### src/rtl/gpio_edge_pkg.sv
package gpio_edge_pkg;
  // Register select taken from bus_addr[4:2]; software depends on this order.
  typedef enum logic [2:0] {
    RG_LEVEL = 3'd0,
    RG_DIR   = 3'd1,
    RG_SET   = 3'd2,
    RG_CLR   = 3'd3,
    RG_RISE  = 3'd4,
    RG_FALL  = 3'd5,
    RG_STAT  = 3'd6,
    RG_ALT   = 3'd7
  } reg_idx_e;

  localparam int unsigned IDX_LSB   = 2;
  localparam int unsigned IDX_WIDTH = 3;
  localparam int unsigned NUM_REGS  = 1 << IDX_WIDTH;
endpackage

### src/rtl/gpio_in_sync.sv
module gpio_in_sync #(
  parameter int unsigned NPIN = 28
) (
  input  logic            clk,
  input  logic            rst_n,
  input  logic [NPIN-1:0] pin_in,
  output logic [NPIN-1:0] smp_cur,
  output logic [NPIN-1:0] smp_prev
);
  logic [NPIN-1:0] meta_q;

  // Two flops bring the input into the clock domain; a third keeps the old sample.
  always_ff @(posedge clk or negedge rst_n) begin
    if (!rst_n) begin
      meta_q   <= '0;
      smp_cur  <= '0;
      smp_prev <= '0;
    end else begin
      meta_q   <= pin_in;
      smp_cur  <= meta_q;
      smp_prev <= smp_cur;
    end
  end
endmodule

### src/rtl/gpio_edge_status.sv
module gpio_edge_status #(
  parameter int unsigned NPIN = 28
) (
  input  logic            clk,
  input  logic            rst_n,
  input  logic [NPIN-1:0] smp_cur,
  input  logic [NPIN-1:0] smp_prev,
  input  logic [NPIN-1:0] rise_en,
  input  logic [NPIN-1:0] fall_en,
  input  logic [NPIN-1:0] dir,
  input  logic [NPIN-1:0] clr_vec,
  output logic [NPIN-1:0] hit_vec,
  output logic [NPIN-1:0] status
);
  // Qualified transitions: enabled direction of change, input pins only.
  function automatic logic [NPIN-1:0] edge_hits(
    input logic [NPIN-1:0] cur, input logic [NPIN-1:0] prev,
    input logic [NPIN-1:0] ren, input logic [NPIN-1:0] fen,
    input logic [NPIN-1:0] outs);
    logic [NPIN-1:0] up, down;
    up   = cur & ~prev;
    down = ~cur & prev;
    return ((up & ren) | (down & fen)) & ~outs;
  endfunction

  assign hit_vec = edge_hits(smp_cur, smp_prev, rise_en, fall_en, dir);

  // Setting has priority over the write-one-to-clear.
  always_ff @(posedge clk or negedge rst_n) begin
    if (!rst_n) status <= '0;
    else        status <= (status & ~clr_vec) | hit_vec;
  end

  a_r10_w1c_clears: assert property (@(posedge clk) disable iff (!rst_n)
    1'b1 |=> ((status & $past(clr_vec & ~hit_vec)) == '0));

  a_r7_hit_needs_change: assert property (@(posedge clk) disable iff (!rst_n)
    (|hit_vec) |-> (smp_cur != smp_prev));
endmodule

### src/rtl/gpio_irq_fan.sv
module gpio_irq_fan #(
  parameter int unsigned NPIN = 28,
  parameter int unsigned NDED = 11
) (
  input  logic [NPIN-1:0] status,
  output logic [NDED-1:0] irq_pin,
  output logic            irq_shared
);
  for (genvar i = 0; i < NDED; i++) begin : g_dedicated
    assign irq_pin[i] = status[i];
  end
  assign irq_shared = |status[NPIN-1:NDED];
endmodule

### src/rtl/gpio_edge_ctrl.sv
module gpio_edge_ctrl
  import gpio_edge_pkg::*;
#(
  parameter int unsigned NPIN   = 28,
  parameter int unsigned NDED   = 11,
  parameter int unsigned ADDR_W = 6,
  parameter int unsigned DW     = 32
) (
  input  logic              clk,
  input  logic              rst_n,
  input  logic              bus_sel,
  input  logic              bus_wr,
  input  logic [ADDR_W-1:0] bus_addr,
  input  logic [DW-1:0]     bus_wdata,
  output logic [DW-1:0]     bus_rdata,
  input  logic [NPIN-1:0]   pin_in,
  output logic [NPIN-1:0]   pin_out,
  output logic [NPIN-1:0]   pin_oe,
  output logic [NDED-1:0]   irq_pin,
  output logic              irq_shared
);
  localparam int unsigned MAP_TOP = IDX_LSB + IDX_WIDTH;
  localparam int unsigned PAD_W   = DW - NPIN;

  logic              in_map;
  reg_idx_e          idx;
  logic              wr_en;
  logic [NUM_REGS-1:0] wr_hit;
  logic [NPIN-1:0]   wmask;
  logic              unused_addr_lsb;

  logic [NPIN-1:0] dir_q, out_q, set_shadow_q, rise_q, fall_q;
  logic [DW-1:0]   alt_q;
  logic [NPIN-1:0] smp_cur, smp_prev, hit_vec, stat_q, clr_vec;

  assign in_map          = (bus_addr[ADDR_W-1:MAP_TOP] == '0);
  assign idx             = reg_idx_e'(bus_addr[IDX_LSB +: IDX_WIDTH]);
  assign wr_en           = bus_sel & bus_wr & in_map;
  assign wmask           = bus_wdata[NPIN-1:0];
  assign unused_addr_lsb = ^bus_addr[IDX_LSB-1:0];

  always_comb begin
    wr_hit = '0;
    if (wr_en) wr_hit[idx] = 1'b1;
  end

  assign clr_vec = wr_hit[RG_STAT] ? wmask : '0;

  always_ff @(posedge clk or negedge rst_n) begin
    if (!rst_n) begin
      dir_q        <= '0;
      out_q        <= '0;
      set_shadow_q <= '0;
      rise_q       <= '0;
      fall_q       <= '0;
      alt_q        <= '0;
    end else begin
      if (wr_hit[RG_DIR])  dir_q  <= wmask;
      if (wr_hit[RG_RISE]) rise_q <= wmask;
      if (wr_hit[RG_FALL]) fall_q <= wmask;
      if (wr_hit[RG_ALT])  alt_q  <= bus_wdata;
      if (wr_hit[RG_SET]) begin
        out_q        <= out_q | wmask;
        set_shadow_q <= wmask;
      end
      if (wr_hit[RG_CLR])  out_q  <= out_q & ~wmask;
    end
  end

  gpio_in_sync #(.NPIN(NPIN)) u_sync (
    .clk      (clk),
    .rst_n    (rst_n),
    .pin_in   (pin_in),
    .smp_cur  (smp_cur),
    .smp_prev (smp_prev)
  );

  gpio_edge_status #(.NPIN(NPIN)) u_stat (
    .clk      (clk),
    .rst_n    (rst_n),
    .smp_cur  (smp_cur),
    .smp_prev (smp_prev),
    .rise_en  (rise_q),
    .fall_en  (fall_q),
    .dir      (dir_q),
    .clr_vec  (clr_vec),
    .hit_vec  (hit_vec),
    .status   (stat_q)
  );

  gpio_irq_fan #(.NPIN(NPIN), .NDED(NDED)) u_irq (
    .status     (stat_q),
    .irq_pin    (irq_pin),
    .irq_shared (irq_shared)
  );

  function automatic logic [NPIN-1:0] pin_level(
    input logic [NPIN-1:0] latch, input logic [NPIN-1:0] outs,
    input logic [NPIN-1:0] smp);
    return (latch & outs) | (smp & ~outs);
  endfunction

  function automatic logic [DW-1:0] widen(input logic [NPIN-1:0] v);
    return {{PAD_W{1'b0}}, v};
  endfunction

  always_comb begin
    bus_rdata = '0;
    if (in_map) begin
      unique case (idx)
        RG_LEVEL: bus_rdata = widen(pin_level(out_q, dir_q, smp_cur));
        RG_DIR:   bus_rdata = widen(dir_q);
        RG_SET:   bus_rdata = widen(set_shadow_q);
        RG_CLR:   bus_rdata = '0;
        RG_RISE:  bus_rdata = widen(rise_q);
        RG_FALL:  bus_rdata = widen(fall_q);
        RG_STAT:  bus_rdata = widen(stat_q);
        RG_ALT:   bus_rdata = alt_q;
        default:  bus_rdata = '0;
      endcase
    end
  end

  assign pin_out = out_q;
  assign pin_oe  = dir_q;

  a_r3_set_lands: assert property (@(posedge clk) disable iff (!rst_n)
    wr_hit[RG_SET] |=> ((out_q & $past(wmask)) == $past(wmask)));

  a_r4_clear_lands: assert property (@(posedge clk) disable iff (!rst_n)
    wr_hit[RG_CLR] |=> ((out_q & $past(wmask)) == '0));

  a_r9_no_output_latch: assert property (@(posedge clk) disable iff (!rst_n)
    1'b1 |=> ((stat_q & ~$past(stat_q) & $past(dir_q)) == '0));

  a_r11_shared_source: assert property (@(posedge clk) disable iff (!rst_n)
    $rose(irq_shared) |-> ($past(hit_vec[NPIN-1:NDED]) != '0));
endmodule

### config.mk
export PLATFORM = sky130hd
export DESIGN_NAME = gpio_edge_ctrl
export DESIGN_NICKNAME = d
export VERILOG_FILES = /design/src/rtl/gpio_edge_pkg.sv /design/src/rtl/gpio_in_sync.sv /design/src/rtl/gpio_edge_status.sv /design/src/rtl/gpio_irq_fan.sv /design/src/rtl/gpio_edge_ctrl.sv
export SDC_FILE = /design/constraint.sdc
export NUM_CORES = 1
export LEC_CHECK = 0
export BUFFER_PORTS_ARGS = -buffer_cell sky130_fd_sc_hd__buf_2
export CORE_MARGIN = 5
export CORE_UTILIZATION = 45
export DETAILED_ROUTE_END_ITERATION = 10
export GPL_TIMING_DRIVEN = 1
export SYNTH_ARGS = -nofsm -noshare
export SYNTH_HDL_FRONTEND = slang
export SYNTH_SLANG_ARGS = --single-unit
### constraint.sdc
create_clock -name clk -period 2.3 [get_ports clk]
set_input_delay 0.575 -clock clk [delete_from_list [all_inputs] [get_ports clk]]
set_output_delay 0.575 -clock clk [all_outputs]
set_load 0.02 [all_outputs]
### After elaboration in Yosys (flattened, before gate mapping)

Cells that the tools add are included.

| word-level totals | value |
|---|---|
| bits in registers | 284 |
| bits of input ports | 70 |
| output and inout port bits | 100 |
| logic and storage cells | 52 |

| cells by class | value |
|---|---|
| magnitude comparators | 2 |
| equality and inequality tests | 7 |
| mux-type cells | 8 |
| bitwise operators | 21 |
| reductions and logical operators | 4 |

Operators by type and width:

| operator | count |
|---|---|
| 32-bit one-hot mux with 8 select lines | 1 |
| 28-bit bitwise AND | 9 |
| 28-bit inverter | 5 |
| 28-bit OR | 4 |
| 28-bit 2-to-1 mux | 3 |
| 32-bit 2-to-1 mux | 1 |
| 17-bit OR reduction | 1 |
| 3-bit equality test, second input constant | 4 |
| 8-bit 2-to-1 mux | 1 |
| 3-bit by 2-bit equality test with 1-bit output, second input constant | 2 |
| 3-bit by 4-bit less-than comparator with 1-bit output, second input constant | 1 |
| 1-bit demux with 3-bit select | 1 |
| 3-bit by 1-bit equality test with 1-bit output, second input constant | 1 |
| 3-bit by 1-bit greater-or-equal comparator with 1-bit output, second input constant | 1 |
| 3-bit zero test | 1 |
| 1-bit bitwise AND | 2 |
| 2-bit nonzero test | 1 |
| 1-bit logical AND | 1 |
| 1-bit 2-to-1 mux | 1 |
| 1-bit inverter | 1 |

### Longest topological paths before layout

| logic depth | value |
|---|---|
| depth in word-level cells | 9 |
| gate-level depth with buffers | 7 |
| mapped depth without buffers | 4 |

### By module

A second synthesis with hierarchy kept.

| second synthesis, totals | value |
|---|---|
| cells, all modules | 1005 |
| area total of the unflattened synthesis | 12816.0 um^2 |

By module, submodules not included:

| module | instances | cells an instance | area an instance (um^2) | sequential area each (um^2) |
|---|---|---|---|---|
| gpio_edge_ctrl | 1 | 736 | 8668.3 | 4304.1 |
| gpio_in_sync | 1 | 84 | 2102.0 | 2102.0 |
| gpio_edge_status | 1 | 168 | 1926.8 | 700.7 |
| gpio_irq_fan | 1 | 17 | 118.9 | 0.0 |

### Worst setup path after synthesis

OpenSTA, ideal clock, no wires.

| path | value |
|---|---|
| kind | in2out |
| from | input port bus_addr[2] |
| to | output port bus_rdata[11] |
| arrival time | 1.984 ns |
| required time | 1.725 ns |
| path slack | -0.259 ns |
| cell stages on the path | 7 |
| buffers on the path | 3 |
| path through | buf_2 > nand2b_1 > buf_4 > clkbuf_1 > o22ai_1 > a21oi_1 > a211oi_1 |

| on the way | value |
|---|---|
| longest elaborated chain between the ends | 3 |
| elaborated cells between the ends (all ways) | 10 |
| those cells by class | eq/ne (7); mux (2); reduce/logical (1) |

Ends and longest elaborated chain:

| item | line | source |
|---|---|---|
| start, declared | gpio_edge_ctrl.sv:13 | `input logic [ADDR_W-1:0] bus_addr,` |
| 3-bit equality test, or another cell as far along | gpio_edge_ctrl.sv:110 | `unique case (idx)` |
| 32-bit one-hot mux with 8 select lines (*) | gpio_edge_ctrl.sv:110 |  |
| 32-bit 2-to-1 mux (*) | gpio_edge_ctrl.sv:109 | `if (in_map) begin` |
| end, declared | gpio_edge_ctrl.sv:15 | `output logic [DW-1:0] bus_rdata,` |

Every way passes the cells marked *; elsewhere a longest branch is shown, timed or not.

### Worst setup path after layout

| path | value |
|---|---|
| from | register u_stat.status[23] |
| to | output port irq_shared |

| on the way | value |
|---|---|
| longest elaborated chain between the ends | 1 |

Ends and longest elaborated chain:

| item | line | source |
|---|---|---|
| start, declared | gpio_edge_status.sv:13 | `output logic [NPIN-1:0] status` |
| start signal, assigned | gpio_edge_status.sv:31 | `else status <= (status & ~clr_vec) \| hit_vec;` |
| 17-bit OR reduction | gpio_irq_fan.sv:12 | `assign irq_shared = \|status[NPIN-1:NDED];` |
| end, declared | gpio_edge_ctrl.sv:20 | `output logic irq_shared` |

Every way passes these cells.

==> run metrics <==
status=complete, but fails checks; failing checks=setup timing; multi-input logic area=5066 um2; H-tree levels=1; final net count=1328; count of buffers from port buffering=167; drt first pass iters=4; skew final=0.01171 ns; Synth Area in Compound Gates=between 10% and 20%; Core Region=26950 um2; worst vdd ir=678.6 uV; slowest stage cell, crit path=or4_4; fraction of registers with async set/reset=100.0%; Final ANT Viol Nets=0; first-pass GRT wire length=52.42 mm; All-Layer GR Usage=a little over a fifth; largest net degree at the start of global routing=55; Final Critical Period=2.814 ns; post-synthesis mux area share=18.13%; Top Ports=170; Skew-Pair Late Insertion Delay=0.55 ns; Root Driver=clkbuf_16; RSZ-0062 raised after global routing=yes; Worst setup SP type=flop; max-slew violation count=0; Post-synth EDFFs=0; final WL=roughly 34 mm; number of antenna diodes=0; area of the mapped netlist=about 12000 um2; final hold violations=0; Worst-path clk slew=around 0.060 ns; DRT iter0 DRCs=~500; Worst Tran Pin Value=0.4768 ns; die extent in y=175.4 um; synthesized area per cell=12.37 um2; Crit path max-delay family=simple AND/OR/NAND/NOR gates; setup_tns=-1.615 ns; Worst setup EP type=primary output; Worst EP required=1.73 ns; Die W=175.4 um; max cap viols=0; Synth warnings=0; Adder-Cell Fraction of Synth Area=0%; #FFs+latches synth=284; count leader, synth=dfrtp_1; worst reg2reg path depth=3; fillers=2139; WS Path Type=reg2out; register area share after synthesis=57.73%; detailed-route DRC error count=0; RePlAce Congestion=0.7934; die footprint=30770 um2; Synth Instances=995; leakage power figure=7.694 nW; worst-path maximum fanout=2; most frequent cells after synthesis=284 x dfrtp_1, 111 x mux2_2, 88 x mux2i_1, 88 x nand2_1, 81 x o22ai_1; Synth Area in XOR/XNOR=0%; Congestion Overflow GR=0; final worst slack=-0.5144 ns; antenna violations before repair=1; number of global-route vias before repair=9274; Area Overhead vs Synth=33.82%; Starting Density=around 46%; CTS Sinks=284; CP Data Arrival Time=2.24 ns; Finish-stage setup viols=25; fmax=355.3 MHz; Synth cell types=31; share of cells above drive strength 1=42.67%; Primary FF master, synth=dfrtp_1; Power Density=915.4 nW/um2; slowest stage delay, CP=0.49 ns; Synth area leader=dfrtp_1; Avg Vias per Cell=5.531; relative slew slack=68.21%; Synth top area share=57.73%; DPL Wire Length=21.84 mm; Cell Chain, Critical Path=nor4_2, buf_4, nand4_1, or4_4, buf_6; hold path depth=1; Worst path depth=5; ranking of synthesized cells by area=dfrtp_1 58%, mux2_2 10%, mux2i_1 7.2%, o22ai_1 4.1%, a22o_1 3.7%; main combinational cell family by area after synthesis=multiplexers; final core utilization=61.13%; routed wire length per instance=20.83 um; Clock Path Buffers=3; Buf/Inv on CP=2; Post-Synth Simple-Gate Area=about 7.5%; Num CTS Buffers=31; row cnt=60; Hold Path Class=in2reg; TritonCTS clock tree=done; Syn Nets=1065; Vias=8977; register area=7111 um2; crit share post-route=122.4%
cell families after synthesis:
group           Yosys count
compound gates          216
buf+inv                 121
flops                   284
mux                     208
simple gates            166
cell usage in the layout, fill, tap and decap left out, types with 28 or more instances in the layout:
| cell | n |
|---|---|
| o22ai_1 | 63 |
| buf_4 | 90 |
| inv_1 | 55 |
| a22o_1 | 52 |
| clkbuf_16 | 33 |
| mux2i_1 | 84 |
| buf_12 | 28 |
| buf_2 | 135 |
| mux2_2 | 111 |
| dfrtp_1 | 281 |
| nand2_1 | 86 |
power by group:
part | leakage (nW) | internal (mW) | switching [mW]
registers | 3.40 | 5.80 | 0.630
logic | 3.71 | 1.49 | 1.53
clock network | 0.583 | 3.62 | 2.01
total | 7.69 | 10.9 | 4.17
worst reg2reg max path: cells and delay by family (launching register included):
| kind | cells | cell delay (ns) |
|---|---|---|
| buf+inv | 2 | 0.28 |
| mux | 1 | 0.26 |
| flops | 1 | 0.38 |
stage by stage:
stage / cells / setup slack [ns] / hold slack (ns) / instance area (um2) / power [mW]
6_report: 1623 / -0.5144 / 0.1246 / 16470 / 15.08
5_1_grt: 1623 / -0.5999 / 0.1043 / 16470 / 15.75
4_1_cts: 1613 / -0.5130 / 0.09951 / 16130 / 15.05
3_5_place_dp: 1517 / -0.1978 / 0.3347 / 14200 / 9.093
3_3_place_gp: 1517 / -0.2122 / 0.3311 / 14200 / 9.023
2_1_floorplan: 995 / -0.09707 / 0.2794 / 12420 / 8.101
area by class of cell:
class                      instances  area share (%)
clock buffer                      38           5.172
clock inverter                    19           1.959
inverter                          57           1.299
multi-input combinational        590           30.75
sequential                       284           43.16
tap                              341           2.590
timing repair buffer             294           15.07
registers in the layout, indices dropped and copies added, names as in the netlist, named ones only:
register / count
u_sync.smp_cur: 28
fall_q: 28
alt_q: 32
u_stat.status: 28
u_sync.meta_q: 28
rise_q: 28
u_sync.smp_prev: 28
set_shadow_q: 28
pin_oe: 28
final timing paths:
| path | slack, ns | start | endpoint |
|---|---|---|---|
| min in group asynchronous | 0.49 | rst_n | u_sync.smp_cur[5] |
| setup reg to reg | 1.27 | pin_oe[21] | pin_oe[21] |
| hold reg to reg | 0.35 | u_sync.meta_q[26] | u_sync.smp_cur[26] |
| setup / recovery | -0.51 | u_stat.status[23] | irq_shared |
| max in group asynchronous | 1.15 | rst_n | u_sync.smp_prev[4] |
| hold / removal | 0.12 | pin_in[20] | u_sync.meta_q[20] |
what timing repair did:
action | in CTS | in global routing
endpoints found under the hold margin | 22 | 0
pin swaps | 44 | 24
gates cloned | 4 | 3
hold buffers | 1 | 0
resized for setup | 104 | 58
setup buffers | 35 | 9
endpoints found under the setup margin | 30 | 33
layer usage:
layer  part of all wire [%]  GRT usage, %  vias to the layer above
met1                     46         30.22                     4589
met4                    1.9         4.386                        2
met5                  0.035             0                        -
li1                       -             -                     4110
met3                    5.2         3.960                       54
met2                     47         34.65                      222
No activity file was read; power rests on OpenSTA's default activity.
